`config.mk`:
```
export PLATFORM = sky130hd
export DESIGN_NAME = pos_tx_framer
export DESIGN_NICKNAME = d
export VERILOG_FILES = /design/src/rtl/pos_tx_pkg.sv /design/src/rtl/pos_octet_esc.sv /design/src/rtl/pos_fcs_gen.sv /design/src/rtl/pos_scrambler.sv /design/src/rtl/pos_tx_framer.sv
export SDC_FILE = /design/constraint.sdc
export NUM_CORES = 1
export LEC_CHECK = 0
export BUFFER_PORTS_ARGS = -buffer_cell sky130_fd_sc_hd__buf_4
export CAP_MARGIN = 5
export CORE_MARGIN = 4
export CORE_UTILIZATION = 50
export CTS_CLUSTER_SIZE = 20
export DETAILED_ROUTE_END_ITERATION = 8
export GPL_TIMING_DRIVEN = 0
export HOLD_SLACK_MARGIN = 0.02
export MAX_ROUTING_LAYER = met4
export PLACE_DENSITY = 0.78
export SYNTH_ARGS = -nofsm -noshare
export SYNTH_HDL_FRONTEND = slang
export SYNTH_SLANG_ARGS = --single-unit
```
`constraint.sdc`:
```
create_clock -name clk_i -period 2.7 [get_ports clk_i]
set_input_delay 0 -clock clk_i [delete_from_list [all_inputs] [get_ports clk_i]]
set_output_delay 0 -clock clk_i [all_outputs]
set_load 0.05 [all_outputs]
```
`src/rtl/pos_tx_pkg.sv`:
```
package pos_tx_pkg;
  localparam logic [7:0] FLAG_BYTE = 8'h7E;
  localparam logic [7:0] ESC_BYTE  = 8'h7D;
  localparam logic [7:0] ESC_MASK  = 8'h20;

  localparam logic [31:0] CRC32_POLY = 32'hEDB8_8320;
  localparam logic [31:0] CRC16_POLY = 32'h0000_8408;
  localparam logic [31:0] CRC32_INIT = 32'hFFFF_FFFF;
  localparam logic [31:0] CRC16_INIT = 32'h0000_FFFF;

  typedef enum logic [1:0] {
    FCS_NONE = 2'b00,
    FCS_16   = 2'b01,
    FCS_32   = 2'b10,
    FCS_OFF  = 2'b11
  } fcs_mode_e;

  typedef enum logic [2:0] {
    ST_IDLE,
    ST_DATA,
    ST_ESC,
    ST_FCS,
    ST_ABORT_ESC,
    ST_ABORT_FLAG
  } tx_state_e;
endpackage

```
`src/rtl/pos_octet_esc.sv`:
```
module pos_octet_esc
  import pos_tx_pkg::*;
(
  input  logic [7:0] byte_i,
  output logic       hit_o,
  output logic [7:0] esc_o
);
  assign hit_o = (byte_i == FLAG_BYTE) || (byte_i == ESC_BYTE);
  assign esc_o = byte_i ^ ESC_MASK;
endmodule

```
`src/rtl/pos_fcs_gen.sv`:
```
module pos_fcs_gen
  import pos_tx_pkg::*;
#(
  parameter int unsigned CRC_W = 32,
  parameter int unsigned BYTE_W = 8
) (
  input  logic              clk_i,
  input  logic              rst_ni,
  input  logic              wide_i,
  input  logic              init_i,
  input  logic              upd_i,
  input  logic [BYTE_W-1:0] data_i,
  output logic [CRC_W-1:0]  fcs_o
);
  logic [CRC_W-1:0] crc_q, crc_d;
  logic [CRC_W-1:0] poly;

  assign poly = wide_i ? CRC_W'(CRC32_POLY) : CRC_W'(CRC16_POLY);

  // reflected bitwise update, LSB of data first
  always_comb begin
    logic fb;
    crc_d = crc_q;
    for (int i = 0; i < BYTE_W; i++) begin
      fb    = crc_d[0] ^ data_i[i];
      crc_d = crc_d >> 1;
      if (fb) crc_d = crc_d ^ poly;
    end
  end

  always_ff @(posedge clk_i or negedge rst_ni) begin
    if (!rst_ni)      crc_q <= '0;
    else if (init_i)  crc_q <= wide_i ? CRC_W'(CRC32_INIT) : CRC_W'(CRC16_INIT);
    else if (upd_i)   crc_q <= crc_d;
  end

  assign fcs_o = wide_i ? ~crc_q : {{(CRC_W-16){1'b0}}, ~crc_q[15:0]};
endmodule

```
`src/rtl/pos_scrambler.sv`:
```
module pos_scrambler #(
  parameter int unsigned TAP_W  = 43,
  parameter int unsigned BYTE_W = 8
) (
  input  logic              clk_i,
  input  logic              rst_ni,
  input  logic              en_i,
  input  logic              adv_i,
  input  logic [BYTE_W-1:0] data_i,
  output logic [BYTE_W-1:0] data_o
);
  logic [TAP_W-1:0]  hist_q, hist_d;
  logic [BYTE_W-1:0] scr;

  // MSB first; history holds transmitted bits
  always_comb begin
    hist_d = hist_q;
    scr    = '0;
    for (int i = BYTE_W - 1; i >= 0; i--) begin
      scr[i] = data_i[i] ^ hist_d[TAP_W-1];
      hist_d = {hist_d[TAP_W-2:0], scr[i]};
    end
  end

  assign data_o = en_i ? scr : data_i;

  always_ff @(posedge clk_i or negedge rst_ni) begin
    if (!rst_ni)           hist_q <= '0;
    else if (adv_i && en_i) hist_q <= hist_d;
  end

  p_scr_hold_r9: assert property (@(posedge clk_i) disable iff (!rst_ni)
    !adv_i |=> $stable(hist_q));
endmodule

```
`src/rtl/pos_tx_framer.sv`:
```
module pos_tx_framer
  import pos_tx_pkg::*;
#(
  parameter int unsigned CNT_W = 16,
  parameter int unsigned TAP_W = 43
) (
  input  logic             clk_i,
  input  logic             rst_ni,
  input  logic [1:0]       cfg_fcs_mode_i,
  input  logic             cfg_scr_en_i,
  input  logic             out_req_i,
  input  logic             pkt_valid_i,
  input  logic [7:0]       pkt_data_i,
  input  logic             pkt_sop_i,
  input  logic             pkt_eop_i,
  input  logic             pkt_err_i,
  output logic             pkt_ready_o,
  output logic [7:0]       tx_data_o,
  output logic             tx_valid_o,
  output logic [CNT_W-1:0] abort_cnt_o
);
  localparam int unsigned CRC_W = 32;
  localparam int unsigned IDX_W = $clog2(CRC_W / 8);

  tx_state_e        state_q, state_d, ret_q, ret_d;
  logic [7:0]       esc_q, esc_d;
  logic [IDX_W-1:0] idx_q, idx_d;
  logic [CNT_W-1:0] abort_cnt_q;
  logic             last_esc_q;
  logic [7:0]       tx_data_q;
  logic             tx_valid_q;

  logic             fcs_en, fcs_wide;
  logic [IDX_W-1:0] idx_last;
  logic [CRC_W-1:0] fcs_w;
  logic [7:0]       fcs_byte;
  logic             crc_init, crc_upd, abort_inc;
  logic [7:0]       raw, scr_byte;
  logic             d_hit, f_hit;
  logic [7:0]       d_esc, f_esc;
  tx_state_e        after_data, after_fcs;

  assign fcs_wide = (cfg_fcs_mode_i == FCS_32);
  assign fcs_en   = (cfg_fcs_mode_i == FCS_16) || fcs_wide;
  assign idx_last = fcs_wide ? IDX_W'(CRC_W/8 - 1) : IDX_W'(1);
  assign fcs_byte = fcs_w[{idx_q, 3'b000} +: 8];

  pos_octet_esc u_data_esc (.byte_i(pkt_data_i), .hit_o(d_hit), .esc_o(d_esc));
  pos_octet_esc u_fcs_esc  (.byte_i(fcs_byte),   .hit_o(f_hit), .esc_o(f_esc));

  pos_fcs_gen #(.CRC_W(CRC_W), .BYTE_W(8)) u_fcs (
    .clk_i  (clk_i),
    .rst_ni (rst_ni),
    .wide_i (fcs_wide),
    .init_i (crc_init),
    .upd_i  (crc_upd),
    .data_i (pkt_data_i),
    .fcs_o  (fcs_w)
  );

  always_comb begin
    if (!pkt_eop_i)     after_data = ST_DATA;
    else if (pkt_err_i) after_data = ST_ABORT_ESC;
    else if (fcs_en)    after_data = ST_FCS;
    else                after_data = ST_IDLE;
    after_fcs = (idx_q == idx_last) ? ST_IDLE : ST_FCS;
  end

  always_comb begin
    state_d     = state_q;
    ret_d       = ret_q;
    esc_d       = esc_q;
    idx_d       = idx_q;
    raw         = FLAG_BYTE;
    pkt_ready_o = 1'b0;
    crc_init    = 1'b0;
    crc_upd     = 1'b0;
    abort_inc   = 1'b0;
    if (out_req_i) begin
      unique case (state_q)
        ST_IDLE: begin
          crc_init = 1'b1;
          if (pkt_valid_i) begin
            if (pkt_sop_i) state_d = ST_DATA;
            else           pkt_ready_o = 1'b1;  // stray byte, dropped
          end
        end
        ST_DATA: begin
          idx_d = '0;
          if (!pkt_valid_i) begin
            raw       = ESC_BYTE;
            abort_inc = 1'b1;
            state_d   = ST_ABORT_FLAG;
          end else begin
            pkt_ready_o = 1'b1;
            crc_upd     = 1'b1;
            if (d_hit) begin
              raw     = ESC_BYTE;
              esc_d   = d_esc;
              ret_d   = after_data;
              state_d = ST_ESC;
            end else begin
              raw     = pkt_data_i;
              state_d = after_data;
            end
          end
        end
        ST_ESC: begin
          raw     = esc_q;
          state_d = ret_q;
        end
        ST_FCS: begin
          idx_d = idx_q + 1'b1;
          if (f_hit) begin
            raw     = ESC_BYTE;
            esc_d   = f_esc;
            ret_d   = after_fcs;
            state_d = ST_ESC;
          end else begin
            raw     = fcs_byte;
            state_d = after_fcs;
          end
        end
        ST_ABORT_ESC: begin
          raw       = ESC_BYTE;
          abort_inc = 1'b1;
          state_d   = ST_ABORT_FLAG;
        end
        ST_ABORT_FLAG: begin
          raw     = FLAG_BYTE;
          state_d = ST_IDLE;
        end
        default: state_d = ST_IDLE;
      endcase
    end
  end

  pos_scrambler #(.TAP_W(TAP_W), .BYTE_W(8)) u_scr (
    .clk_i  (clk_i),
    .rst_ni (rst_ni),
    .en_i   (cfg_scr_en_i),
    .adv_i  (out_req_i),
    .data_i (raw),
    .data_o (scr_byte)
  );

  always_ff @(posedge clk_i or negedge rst_ni) begin
    if (!rst_ni) begin
      state_q     <= ST_IDLE;
      ret_q       <= ST_IDLE;
      esc_q       <= '0;
      idx_q       <= '0;
      abort_cnt_q <= '0;
      last_esc_q  <= 1'b0;
      tx_data_q   <= '0;
      tx_valid_q  <= 1'b0;
    end else begin
      state_q     <= state_d;
      ret_q       <= ret_d;
      esc_q       <= esc_d;
      idx_q       <= idx_d;
      abort_cnt_q <= abort_cnt_q + CNT_W'(abort_inc);
      tx_valid_q  <= out_req_i;
      if (out_req_i) begin
        tx_data_q  <= scr_byte;
        last_esc_q <= (raw == ESC_BYTE);
      end
    end
  end

  assign tx_data_o   = tx_data_q;
  assign tx_valid_o  = tx_valid_q;
  assign abort_cnt_o = abort_cnt_q;

  p_escape_pair_r4: assert property (@(posedge clk_i) disable iff (!rst_ni)
    (out_req_i && last_esc_q) |-> (raw == 8'h5E || raw == 8'h5D || raw == FLAG_BYTE));

  p_underrun_count_r6: assert property (@(posedge clk_i) disable iff (!rst_ni)
    (out_req_i && state_q == ST_DATA && !pkt_valid_i)
      |=> (abort_cnt_o == $past(abort_cnt_o) + 1'b1));

  p_cnt_step_r5: assert property (@(posedge clk_i) disable iff (!rst_ni)
    (abort_cnt_o != $past(abort_cnt_o)) |-> (abort_cnt_o == $past(abort_cnt_o) + 1'b1));

  p_valid_on_req_r10: assert property (@(posedge clk_i) disable iff (!rst_ni)
    out_req_i |=> tx_valid_o);

  p_no_valid_r10: assert property (@(posedge clk_i) disable iff (!rst_ni)
    !out_req_i |=> !tx_valid_o);
endmodule

```
Word level (Yosys, flattened, before mapping). Cells that the tools add are included.

Register bits after elaboration: 116. Input bits: 18. Output and inout bits: 26. Logic and storage cells: 117.

Add/subtract/negate cells: 2. Eq/ne operators: 16. Shifts and indexed selects: 1. Multiplexer cells: 51. Bitwise operators: 28. Reductions and logical operators: 10.

Operator list (number): 2-to-1 mux 32 bit (13); XOR 31 x 32 -> 32 bit (8); 2-to-1 mux 8 bit (8); equality test 8 x 7 -> 1 bit (second input constant) (4); NOT 32 bit (1); case mux 8 bit (4 select lines) (1); variable part select 32 x 6 -> 8 bit (1); 2-to-1 mux 3 bit (9); adder 16 x 1 -> 16 bit (1); NOT 16 bit (1); case mux 8 bit (2 select lines) (1); XOR 1 bit (16); case mux 3 bit (5 select lines) (1); 2-to-1 mux 1 bit (10); inequality test 2 bit (second input constant) (5); 2-to-1 mux 2 bit (4); equality test 3 x 2 -> 1 bit (second input constant) (2); case mux 3 bit (2 select lines) (1); AND reduction 5 bit (1); case mux 1 bit (2 select lines) (2); case mux 2 bit (2 select lines) (1); nonzero test 2 bit (2); equality test 3 x 1 -> 1 bit (second input constant) (1); equality test 3 bit (second input constant) (1); 10 further kinds (13).

Logic depth before layout (Yosys ltp). Gate-level depths: netlist of run 1.

Word-level depth: 20. Mapped depth: 12. Depth with buffers taken out: 10.

By module. Synthesis of run 1 repeated with hierarchy kept, for this count alone.

Cells, all modules: 766. Area total of the unflattened synthesis: 7671.1 um^2.

Modules (own cells, without submodules): pos_fcs_gen (times used 1, cells an instance 369, area an instance 3133.0 um^2); pos_tx_framer (times used 1, cells an instance 247, area an instance 2408.6 um^2); pos_scrambler (times used 1, cells an instance 128, area an instance 1956.9 um^2); pos_octet_esc (times used 2, cells an instance 11, area an instance 86.3 um^2).

Worst setup path before layout of run 1. Ideal clock, no wire load.

Path type: register to register. From: register u_fcs.crc_q[1]. To: register u_fcs.crc_q[19]. Arrival time: 2.312 ns. Required time: 2.631 ns. Setup slack: 0.319 ns. Stages on the path, launching flop included: 9. Buffers on the path: 0. Period minus slack after synthesis: 2.381 ns. Cell sequence: dfrtp_1 > xor2_1 > nand2_1 > xnor3_4 > xnor2_4 > xor2_1 > nand2_1 > or3_1 > nand3_1.

Word-level cells in the longest chain between the ends: 18. Elaborated cells on any way between the ends: 24. Those cells by class: 10 x mux; 14 x bitwise.

RTL lines: from (decl) (line pos_fcs_gen.sv:15) `logic [CRC_W-1:0] crc_q, crc_d;`; from (signal assigned) (line pos_fcs_gen.sv:33) `else if (init_i) crc_q <= wide_i ? CRC_W'(CRC32_INIT) : CRC_W'(CRC16_INIT);`; from (signal assigned) (line pos_fcs_gen.sv:34) `else if (upd_i) crc_q <= crc_d;`; XOR 31 x 32 -> 32 bit (line pos_fcs_gen.sv:27) `if (fb) crc_d = crc_d ^ poly;`; 2-to-1 mux 32 bit (*) (line pos_fcs_gen.sv:27); XOR 1 bit (*) (line pos_fcs_gen.sv:25) `fb = crc_d[0] ^ data_i[i];`; 2-to-1 mux 32 bit (*) (line pos_fcs_gen.sv:27); XOR 31 x 32 -> 32 bit / XOR 1 bit (equally long branches) (line pos_fcs_gen.sv:27, pos_fcs_gen.sv:25); 2-to-1 mux 32 bit (*) (line pos_fcs_gen.sv:27); XOR 31 x 32 -> 32 bit / XOR 1 bit (equally long branches) (line pos_fcs_gen.sv:27, pos_fcs_gen.sv:25); 2-to-1 mux 32 bit (*) (line pos_fcs_gen.sv:27); [... 2 more ...]; XOR 31 x 32 -> 32 bit / XOR 1 bit (equally long branches) (line pos_fcs_gen.sv:27, pos_fcs_gen.sv:25); 2-to-1 mux 32 bit (*) (line pos_fcs_gen.sv:27); XOR 31 x 32 -> 32 bit / XOR 1 bit (equally long branches) (line pos_fcs_gen.sv:27, pos_fcs_gen.sv:25); 2-to-1 mux 32 bit (*) (line pos_fcs_gen.sv:27); XOR 31 x 32 -> 32 bit / XOR 1 bit (equally long branches) (line pos_fcs_gen.sv:27, pos_fcs_gen.sv:25); 2-to-1 mux 32 bit (*) (line pos_fcs_gen.sv:27); 2-to-1 mux 32 bit (*) (line pos_fcs_gen.sv:34); 2-to-1 mux 32 bit (*) (line pos_fcs_gen.sv:33).

Every way passes the cells marked *; elsewhere a longest branch is shown, timed or not. The select of a mux whose other input is x is not followed. A chain may end at the register's enable or synchronous reset.

Worst setup path in the final report of run 1. Same ends and word-level chain as after synthesis.

==> results.cfg, run 1 <==
[critical_path]
start_kind = register
setup.worst_path.end_class = register
critPathBufInv = 0
cp_cell_sequence = xor2_2 > nand2_1 > xnor3_4 > xnor2_4 > xor2_1 > nand2_1 > or3_1 > nand3_1
cp_common_cell = nand2_1
slowest_stage = xnor3_4
crit_type = register to register
cp.required_ps = 3040
ff2ff_path_depth = 8
path_delay_family = XOR/XNOR gates
arrival_ps = 2940
cp.depth = 8
cpPeakStageDelay_ps = 580
path_max_fanout = 7

[power]
ir_worst_vdd_mv = 0.490
intPower_w = 0.00586
p_leak_nw = 3.32
p_seq_share_pct = 30.1
p_comb_share_pct = 46.7
p_sw_share_pct = 41.2
p_per_area_nw_per_um2 = 1260
clkPwrFrac_pct = 23.2
switchingPower_w = 0.00410

[yosys]
synth-adder-area-share_pct = 0.755
ys_warn_count = 0
synth-xor-area-share_pct = 17.4
yosys.cell_types.count = 57
netlist_area_um2 = 6630
syn-instance-count = 664
synth-edff-count = 0
ys.flop_type = dfrtp_1
avgSynthCellArea_um2 = 9.99
async_reset_ff_share_pct = 100
synth_sequential_area_ratio_pct = 43.8
muxShareOfSynthArea_pct = 10.2
synth_compound_area_share_pct = 13.4
yosys.area_share.simple_pct = 11.6
synth.net_count = 686
synth.ff_latch_count = 116
synth_top_family_by_area = XOR/XNOR gates

[status]
status = finished clean

[sta]
fin_tns_setup_ps = 0
whs_ps = 43.8
rsz0062_at_grt = false
tightest_slew_ps = 668
finalCritPeriodShare_pct = 96.2
finalHoldViolations = 0
fin_skew_ps = 11.1
setup_viol = 0
min_period_ps = 2600
drv_slew = 0
timing.fmax_mhz = 385
maxSlewHeadroom_pct = 55.5

[finish]
antenna_cells = 0
nets = 753
final_cells = 916
mostFrequentLayoutCells = dfrtp_1 (114), xnor2_1 (68), o21ai_0 (65), nand2_1 (58), mux2_2 (51)
fill_cells = 1052
synthToLayoutAreaGrowth_pct = 19.6
final_common_cell = dfrtp_1
drive_above_1_share_pct = 21.6

[drt]
drc_errors = 0
viasPerCell = 5.92
wire_per_inst_um = 19.6
drt_iter0_markers = 511
antenna_left = 0
wirelength_mm = 18.0
first_pass_iters = 7
via_count = 5422

[cts]
cts_sinks = 116
cts_made_buffers = 17
tritoncts = yes
clock_path_buffers = 2
htreeDepth = 4
clk_pin_slew_worst_paths_ps = 50
clk_latency_ps = 410
root_buffer = clkbuf_16

[placement]
dp_hpwl_mm = 12.6
io_buffer_count = 41
place_congestion = 0.975
dpl.cell_count = 878

[die]
design.core.area_um2 = 12800
die_h_um = 123
chipWidth_um = 123
dieArea_um2 = 15200
fp-row-count = 41
ioPinCount = 44
start_util_pct = 51.7

[grt]
antenna_found_initial = 0
grt_pass1_vias = 5303
grt_max_degree = 73
grt_pass1_wl_mm = 28.4
grt.overflow.total = 0
grt.total_usage_pct = 25.3

[hold_path]
min_path_type = primary input to register
hold_path_depth = 4

[run]
max-cap-violations = 0
==> stage by stage <==
step           setup WS [ps]  utilization, %  cell area [µm²]  total power [W]
2_1_floorplan            319               -             6630          0.00625
3_3_place_gp            -203            55.8             7150          0.00731
3_5_place_dp            -252            56.0             7180          0.00746
4_1_cts                 2.90            61.3             7860          0.00984
5_1_grt                 4.31            61.9             7930           0.0105
6_report                 102            61.9             7930          0.00996
==> registers in the layout, indices dropped and copies added, names as in the netlist <==
| register | cells |
|---|---|
| state_q | 3 |
| abort_cnt_o | 16 |
| tx_valid_o | 1 |
| tx_data_o | 8 |
| u_scr.hist_q | 43 |
| idx_q | 2 |
| ret_q | 3 |
| esc_q | 8 |
| u_fcs.crc_q | 32 |
==> power by group through the flow <==
stage          registers [W]  clock network, W  logic (W)
3_3_place_gp         0.00293                 0    0.00438
5_1_grt              0.00307           0.00241    0.00498
4_1_cts              0.00297           0.00233    0.00454
2_1_floorplan        0.00310                 0    0.00314
3_5_place_dp         0.00298                 0    0.00448
6_report             0.00300           0.00231    0.00465
==> path summary, 6_finish.rpt <==
path                                  from         endpoint  slack (ps)
min in group asynchronous           rst_ni   u_fcs.crc_q[0]         140
hold reg to reg            abort_cnt_o[15]  abort_cnt_o[15]         470
setup / recovery            u_fcs.crc_q[1]  u_fcs.crc_q[19]         100
setup reg to reg            u_fcs.crc_q[1]  u_fcs.crc_q[19]         100
hold / removal                   pkt_err_i         ret_q[2]          40
max in group asynchronous           rst_ni  abort_cnt_o[12]        1790
==> worst min-delay path: stages <==
cell and delay, ps:
buf_4 80, nand2_1 50, a21oi_1 130, mux2_2 160
==> routing by layer <==
metal / wire [µm] / up-vias / track usage [%]
met4: 630 / 0 / 10.6
li1: - / 2436 / -
met2: 8440 / 254 / 38.3
met3: 1440 / 46 / 5.12
met1: 7440 / 2686 / 33.4
met5: 0 / - / -
==> area by class of cell <==
type / instances / area, µm² / share of cell area (%)
Tap cell: 172 / 215 / 2.71
Timing Repair Buffer: 48 / 390 / 4.92
Clock buffer: 20 / 457 / 5.76
Inverter: 10 / 37.5 / 0.473
Multi-Input combinational cell: 498 / 3610 / 45.5
Sequential cell: 116 / 2910 / 36.6
Buffer: 40 / 168 / 2.11
Clock inverter: 12 / 154 / 1.94
==> Yosys cell counts (5+ instances only) <==
cell | number | area, µm²
or2_2 | 5 | 31.3
nand3_1 | 15 | 75.1
nor3_1 | 13 | 65.1
o21ai_0 | 65 | 325
mux2i_1 | 10 | 100
a21oi_1 | 42 | 210
nand2_1 | 58 | 218
nor2_1 | 37 | 139
inv_1 | 9 | 33.8
xnor2_1 | 68 | 596
o22ai_1 | 7 | 43.8
mux2_2 | 51 | 574
clkbuf_1 | 29 | 109
nand2b_1 | 9 | 56.3
and3_1 | 6 | 37.5
nor2b_1 | 7 | 43.8
nand4_1 | 5 | 31.3
dfrtp_1 | 116 | 2900
buf_1 | 6 | 22.5
xor2_1 | 39 | 342
==> timing repair <==
action                                  4_1_cts  5_1_grt
gates cloned                                  0        0
endpoints found under the hold margin        46        0
gates resized for setup                       6       17
buffers inserted                              0        2
hold buffers                                  4        0
pin swaps                                     0        3
endpoints found under the setup margin       18       16
==> logic make-up (layout without fill, tap and decap cells) <==
| kind of cell | Yosys count | after routing |
|---|---|---|
| and+or+nand+nor | 165 | 165 |
| AOI/OAI and AO/OA | 152 | 152 |
| adders and majority gates | 4 | 4 |
| buffers and inverters | 50 | 130 |
| xor gates and xnor gates | 116 | 116 |
| DFF | 116 | 116 |
| muxes | 61 | 61 |
Power figures use the tool's default switching activity.
==> run 2, diff against run 1 <==
--- a/config.mk
+++ b/config.mk
@@ -15,6 +15,7 @@
 export HOLD_SLACK_MARGIN = 0.02
 export MAX_ROUTING_LAYER = met4
 export PLACE_DENSITY = 0.78
+export RECOVER_POWER = 50
 export SYNTH_ARGS = -nofsm -noshare
 export SYNTH_HDL_FRONTEND = slang
 export SYNTH_SLANG_ARGS = --single-unit
==> run 2 against run 1 <==
Count of clock-buffer cells in the layout did not move. Sequential share of layout area rose by 0.47 points. Core utilization fell by 0.79 points. Maximum frequency barely moved. Highest routed layer unchanged. Largest cell class unchanged. Non-clock buffer count did not move. Wire length barely moved. Setup slack got worse by 2.5 ps. Global-route usage did not move.
==> results.cfg, run 2 (synthesized netlist as in run 1, its figures left out) <==
[cts]
clk_pin_slew_worst_paths_ps = 50
tritoncts = yes
htreeDepth = 4
cts_made_buffers = 17
root_buffer = clkbuf_16
clk_latency_ps = 410
clock_path_buffers = 2
cts_sinks = 116

[sta]
setup_viol = 0
drv_slew = 0
min_period_ps = 2600
fin_skew_ps = 7.90
finalHoldViolations = 0
timing.fmax_mhz = 385
tightest_slew_ps = 1130
setup_ws_ps = 99.5
rsz0062_at_grt = false
finalCritPeriodShare_pct = 96.3
maxSlewHeadroom_pct = 24.7

[placement]
io_buffer_count = 41
place_congestion = 0.975
pre_cts_slack_ps = -252
dp_hpwl_mm = 12.6

[drt]
drc_errors = 0
via_count = 5426
antenna_left = 0
wirelength_mm = 18.0
wire_per_inst_um = 19.6
drt_iter0_markers = 596
viasPerCell = 5.92
first_pass_iters = 7

[critical_path]
reg2reg_slack_ps = 100
setup.worst_path.end_class = register
crit_type = register to register
cp.required_ps = 3050
arrival_ps = 2950
path_max_fanout = 7
startpoint = u_fcs.crc_q[1]
endpoint = u_fcs.crc_q[19]
reg2reg_from = u_fcs.crc_q[1]
ff2ff_path_depth = 8
rr_endpoint = u_fcs.crc_q[19]
start_kind = register

[die]
design.core.area_um2 = 12800
chipWidth_um = 123
dieArea_um2 = 15200
start_util_pct = 51.7
ioPinCount = 44
fp-row-count = 41
die_h_um = 123

[grt]
antenna_found_initial = 0
grt_pass1_wl_mm = 28.4
grt.overflow.total = 0
grt_pass1_vias = 5303
grt.total_usage_pct = 25.3
grt_max_degree = 73

[hold_path]
min-delay-start = pkt_err_i
min_path_type = primary input to register

[power]
p_leak_nw = 3.23
ir_worst_vdd_mv = 0.494
p_per_area_nw_per_um2 = 1260

[finish]
nets = 753
synthToLayoutAreaGrowth_pct = 18.1
antenna_cells = 0
mostFrequentLayoutCells = dfrtp_1 (114), xnor2_1 (68), o21ai_0 (65), nand2_1 (58), mux2_2 (51)
largest_reg_flops = 43
drive_above_1_share_pct = 18.8
regMostFlops = u_scr.hist_q
utilization_pct = 61.1
final_common_cell = dfrtp_1

[run]
max-cap-violations = 0

[status]
status = finished clean
## run 2: cell count changes in the layout (fill, tap and decap cells not counted), sizes merged
cell    before  now
clkbuf      49   72
buf         55   32
## run 2: routing by layer
layer	GRT usage (%)	vias up	share of wire (%)
li1	-	2440	-
met1	33.4	2677	42
met2	38.3	267	46
met3	5.12	42	8.2
met4	10.6	0	3.3
met5	-	-	0
## run 2: worst min path at each step
stage | end | slack, ps | depth (start not counted)
2_1_floorplan | abort_cnt_o[0] | -300 | 0
3_3_place_gp | tx_valid_o | 120 | 1
3_5_place_dp | u_fcs.crc_q[0] | 40 | 1
4_1_cts | esc_q[0] | 50 | 4
5_1_grt | ret_q[2] | 70 | 4
6_report | ret_q[2] | 50 | 4
## run 2: cell type report
type | instances | area [µm²]
inverters | 10 | 37.5
well taps | 172 | 215
clock buffers | 20 | 457
clock inverters | 12 | 154
multi-input cells | 498 | 3610
flip-flops and latches | 116 | 2910
fillers | 1076 | 4990
repair buffers | 48 | 289
plain buffers | 40 | 168
## run 2: through the flow
step | std cells | setup TNS [ps] | instance area [µm²] | total power [W] | hold WS [ps]
floorplan | 664 | 0 | 6630 | 0.00625 | -296
global placement | 877 | -1810 | 7150 | 0.00731 | 119
detailed placement | 878 | -2260 | 7180 | 0.00746 | 42.0
CTS | 914 | 0 | 7860 | 0.00984 | 49.6
global route | 916 | 0 | 7830 | 0.0104 | 67.5
finish | 916 | 0 | 7830 | 0.00988 | 47.1
## run 2: worst max-delay path, cell delays in order (launching register included)
cell and delay [ps]:
dfrtp_1 470, xor2_2 380, nand2_1 200, xnor3_4 580, xnor2_4 240, xor2_1 150, nand2_1 110, or3_1 320
nand3_1 90
## run 2: timing repair
action | in CTS | in global routing
endpoints found under the setup margin | 18 | 16
pin swaps | 0 | 3
resized for setup | 6 | 17
hold endpoints to repair | 46 | 0
setup buffers | 0 | 2
hold buffers | 4 | 0
gates cloned | 0 | 0
## run 2: power breakdown
group	leakage (nW)	internal (W)	total (W)	switching (W)
Clock	0.292	0.00150	0.00231	0.000810
Combinational	1.53	0.00191	0.00458	0.00267
Sequential	1.40	0.00238	0.00300	0.000616
Total	3.23	0.00579	0.00988	0.00409
==> run 3, diff against run 2 <==
--- a/config.mk
+++ b/config.mk
@@ -7,6 +7,7 @@
 export LEC_CHECK = 0
 export BUFFER_PORTS_ARGS = -buffer_cell sky130_fd_sc_hd__buf_4
 export CAP_MARGIN = 5
+export CORE_ASPECT_RATIO = 1.5
 export CORE_MARGIN = 4
 export CORE_UTILIZATION = 50
 export CTS_CLUSTER_SIZE = 20
@@ -16,6 +17,7 @@
 export MAX_ROUTING_LAYER = met4
 export PLACE_DENSITY = 0.78
 export RECOVER_POWER = 50
+export REMOVE_ABC_BUFFERS = 1
 export SYNTH_ARGS = -nofsm -noshare
 export SYNTH_HDL_FRONTEND = slang
 export SYNTH_SLANG_ARGS = --single-unit
==> run 3 against run 2 <==
Core utilization is 1.1 points lower. Combinational power shrank 2%. Setup slack worse by 18 ps. Global-route usage decreased by 1.4 points. First-iteration DRC count decreased by 24%. Power decreased by 1.2%. Final cell count down 4.1%. Clock power down 3%. Clock skew about the same. Maximum frequency decreased by 0.68%. Count of clock-buffer cells in the layout grew 2. Register-to-register slack lost 20 ps. Largest cell class unchanged. Largest power group unchanged. Highest routed layer unchanged.
==> results.cfg, run 3 (synthesized netlist as in run 1, its figures left out) <==
[critical_path]
path_delay_family = compound AO/OA/AOI/OAI gates
reg2reg_slack_ps = 80
reg2reg_from = u_fcs.crc_q[10]
start_kind = register
ff2ff_path_depth = 7
crit_type = register to register
arrival_ps = 2910
cpPeakStageDelay_ps = 450
path_max_fanout = 4
rr_endpoint = esc_q[0]
setup.worst_path.end_class = register
cp.required_ps = 3000
critPathBufInv = 0
slowest_stage = dfrtp_1
cp_cell_sequence = nor4b_2 > mux2i_1 > a2111oi_2 > o22ai_1 > or2_2 > o21ai_4 > mux2_2

[finish]
final_common_cell = dfrtp_1
synthToLayoutAreaGrowth_pct = 17.7
largest_reg_flops = 43
nets = 729
utilization_pct = 60.0
mostFrequentLayoutCells = dfrtp_1 (113), xnor2_1 (68), o21ai_0 (65), nand2_1 (57), mux2_2 (51)
regMostFlops = u_scr.hist_q
antenna_cells = 0
drive_above_1_share_pct = 19.9

[grt]
grt.total_usage_pct = 23.9
grt.overflow.total = 0
grt_max_degree = 100
grt_pass1_vias = 5335
grt_pass1_wl_mm = 27.4
antenna_found_initial = 0

[sta]
finalCritPeriodShare_pct = 97.0
fin_skew_ps = 8.09
min_period_ps = 2620
setup_viol = 0
whs_ps = 50.5
finalHoldViolations = 0
tightest_slew_ps = 1360
rsz0062_at_grt = false
drv_slew = 0
setup_ws_ps = 81.7
fin_tns_setup_ps = 0
maxSlewHeadroom_pct = 9.14
timing.fmax_mhz = 382

[run]
max-cap-violations = 0

[drt]
drt_iter0_markers = 451
antenna_left = 0
wirelength_mm = 16.7
wire_per_inst_um = 19.0
first_pass_iters = 6
via_count = 5230
drc_errors = 0
viasPerCell = 5.96

[die]
fp-row-count = 51
chipWidth_um = 102
start_util_pct = 50.9
design.core.area_um2 = 13000
dieArea_um2 = 15200
ioPinCount = 44
die_h_um = 149

[power]
p_seq_share_pct = 31.0
clkPwrFrac_pct = 22.9
intPower_w = 0.00581
p_sw_share_pct = 40.5
p_comb_share_pct = 46.2
switchingPower_w = 0.00396
p_per_area_nw_per_um2 = 1250
p_leak_nw = 3.22
ir_worst_vdd_mv = 0.748

[cts]
clock_path_buffers = 2
clk_pin_slew_worst_paths_ps = 60
cts_sinks = 116
cts_made_buffers = 17
htreeDepth = 4
tritoncts = yes
root_buffer = clkbuf_16
clk_latency_ps = 410

[placement]
dp_hpwl_mm = 11.3
pre_cts_slack_ps = -1380
place_congestion = 0.922
io_buffer_count = 43

[hold_path]
min_to = esc_q[0]
min-delay-start = pkt_data_i[0]
min_path_type = primary input to register
hold_path_depth = 4

[status]
status = finished clean
run 3: cell count changes in the layout (fill, tap and decap cells not counted), sizes merged:
| cell | change |
|---|---|
| clkbuf | -24 |
| buf | -1 |
| clkinvlp | -2 |
| inv | -1 |
| dlygate4sd3 | +2 |
| clkdlybuf4s25 | +1 |
run 3: layout make-up:
cell class,count,area [µm²]
Sequential cell,116,2910
Clock inverter,9,130
Multi-Input combinational cell,498,3630
Clock buffer,22,454
Fill cell,1063,5210
Timing Repair Buffer,64,440
Tap cell,159,199
Inverter,10,37.5
run 3: worst reg2reg max path: stages, from the launching register on:
cell and delay (ps):
dfrtp_1 450, nor4b_2 350, mux2i_1 180, a2111oi_2 390, o22ai_1 180, or2_2 360
o21ai_4 240, mux2_2 360
run 3: timing repair:
item / CTS / global route
resized for setup: 18 / 5
endpoints found under the setup margin: 40 / 18
gates cloned: 0 / 0
hold endpoints to repair: 122 / 0
hold buffers: 6 / 0
pin swaps: 1 / 5
setup buffers: 3 / 10
run 3: layer usage:
metal	vias up	GRT usage, %	routed length, µm
met4	0	11.2	617
met3	57	4.73	899
met1	2544	27.3	6340
met2	247	39.8	8850
met5	-	-	0
li1	2382	-	-
run 3: how the worst max path moves through the flow:
stage                                from  slack [ps]  cells after the start               to
final                     u_fcs.crc_q[10]          80                      7         esc_q[0]
after global routing      u_fcs.crc_q[10]           2                      9         ret_q[0]
after CTS                  u_fcs.crc_q[1]           4                      8  u_fcs.crc_q[19]
after detailed placement         idx_q[0]       -1380                      7         esc_q[0]
after global placement           idx_q[0]       -1320                      7         esc_q[0]
after floorplan                  idx_q[0]        -270                      7         esc_q[0]
run 3: power groups by stage:
stage | registers [W] | clock network (W) | logic, W
after floorplan | 0.00316 | 0 | 0.00304
after global placement | 0.00297 | 0 | 0.00422
after detailed placement | 0.00302 | 0 | 0.00431
after CTS | 0.00302 | 0.00227 | 0.00443
after global routing | 0.00310 | 0.00234 | 0.00487
final | 0.00302 | 0.00224 | 0.00451
run 3: per-stage QoR:
step | std cells | power (W) | cell area (µm²)
finish | 878 | 0.00977 | 7800
global route | 878 | 0.0103 | 7800
CTS | 868 | 0.00972 | 7810
detailed placement | 828 | 0.00733 | 7060
global placement | 826 | 0.00719 | 6990
floorplan | 624 | 0.00619 | 6470
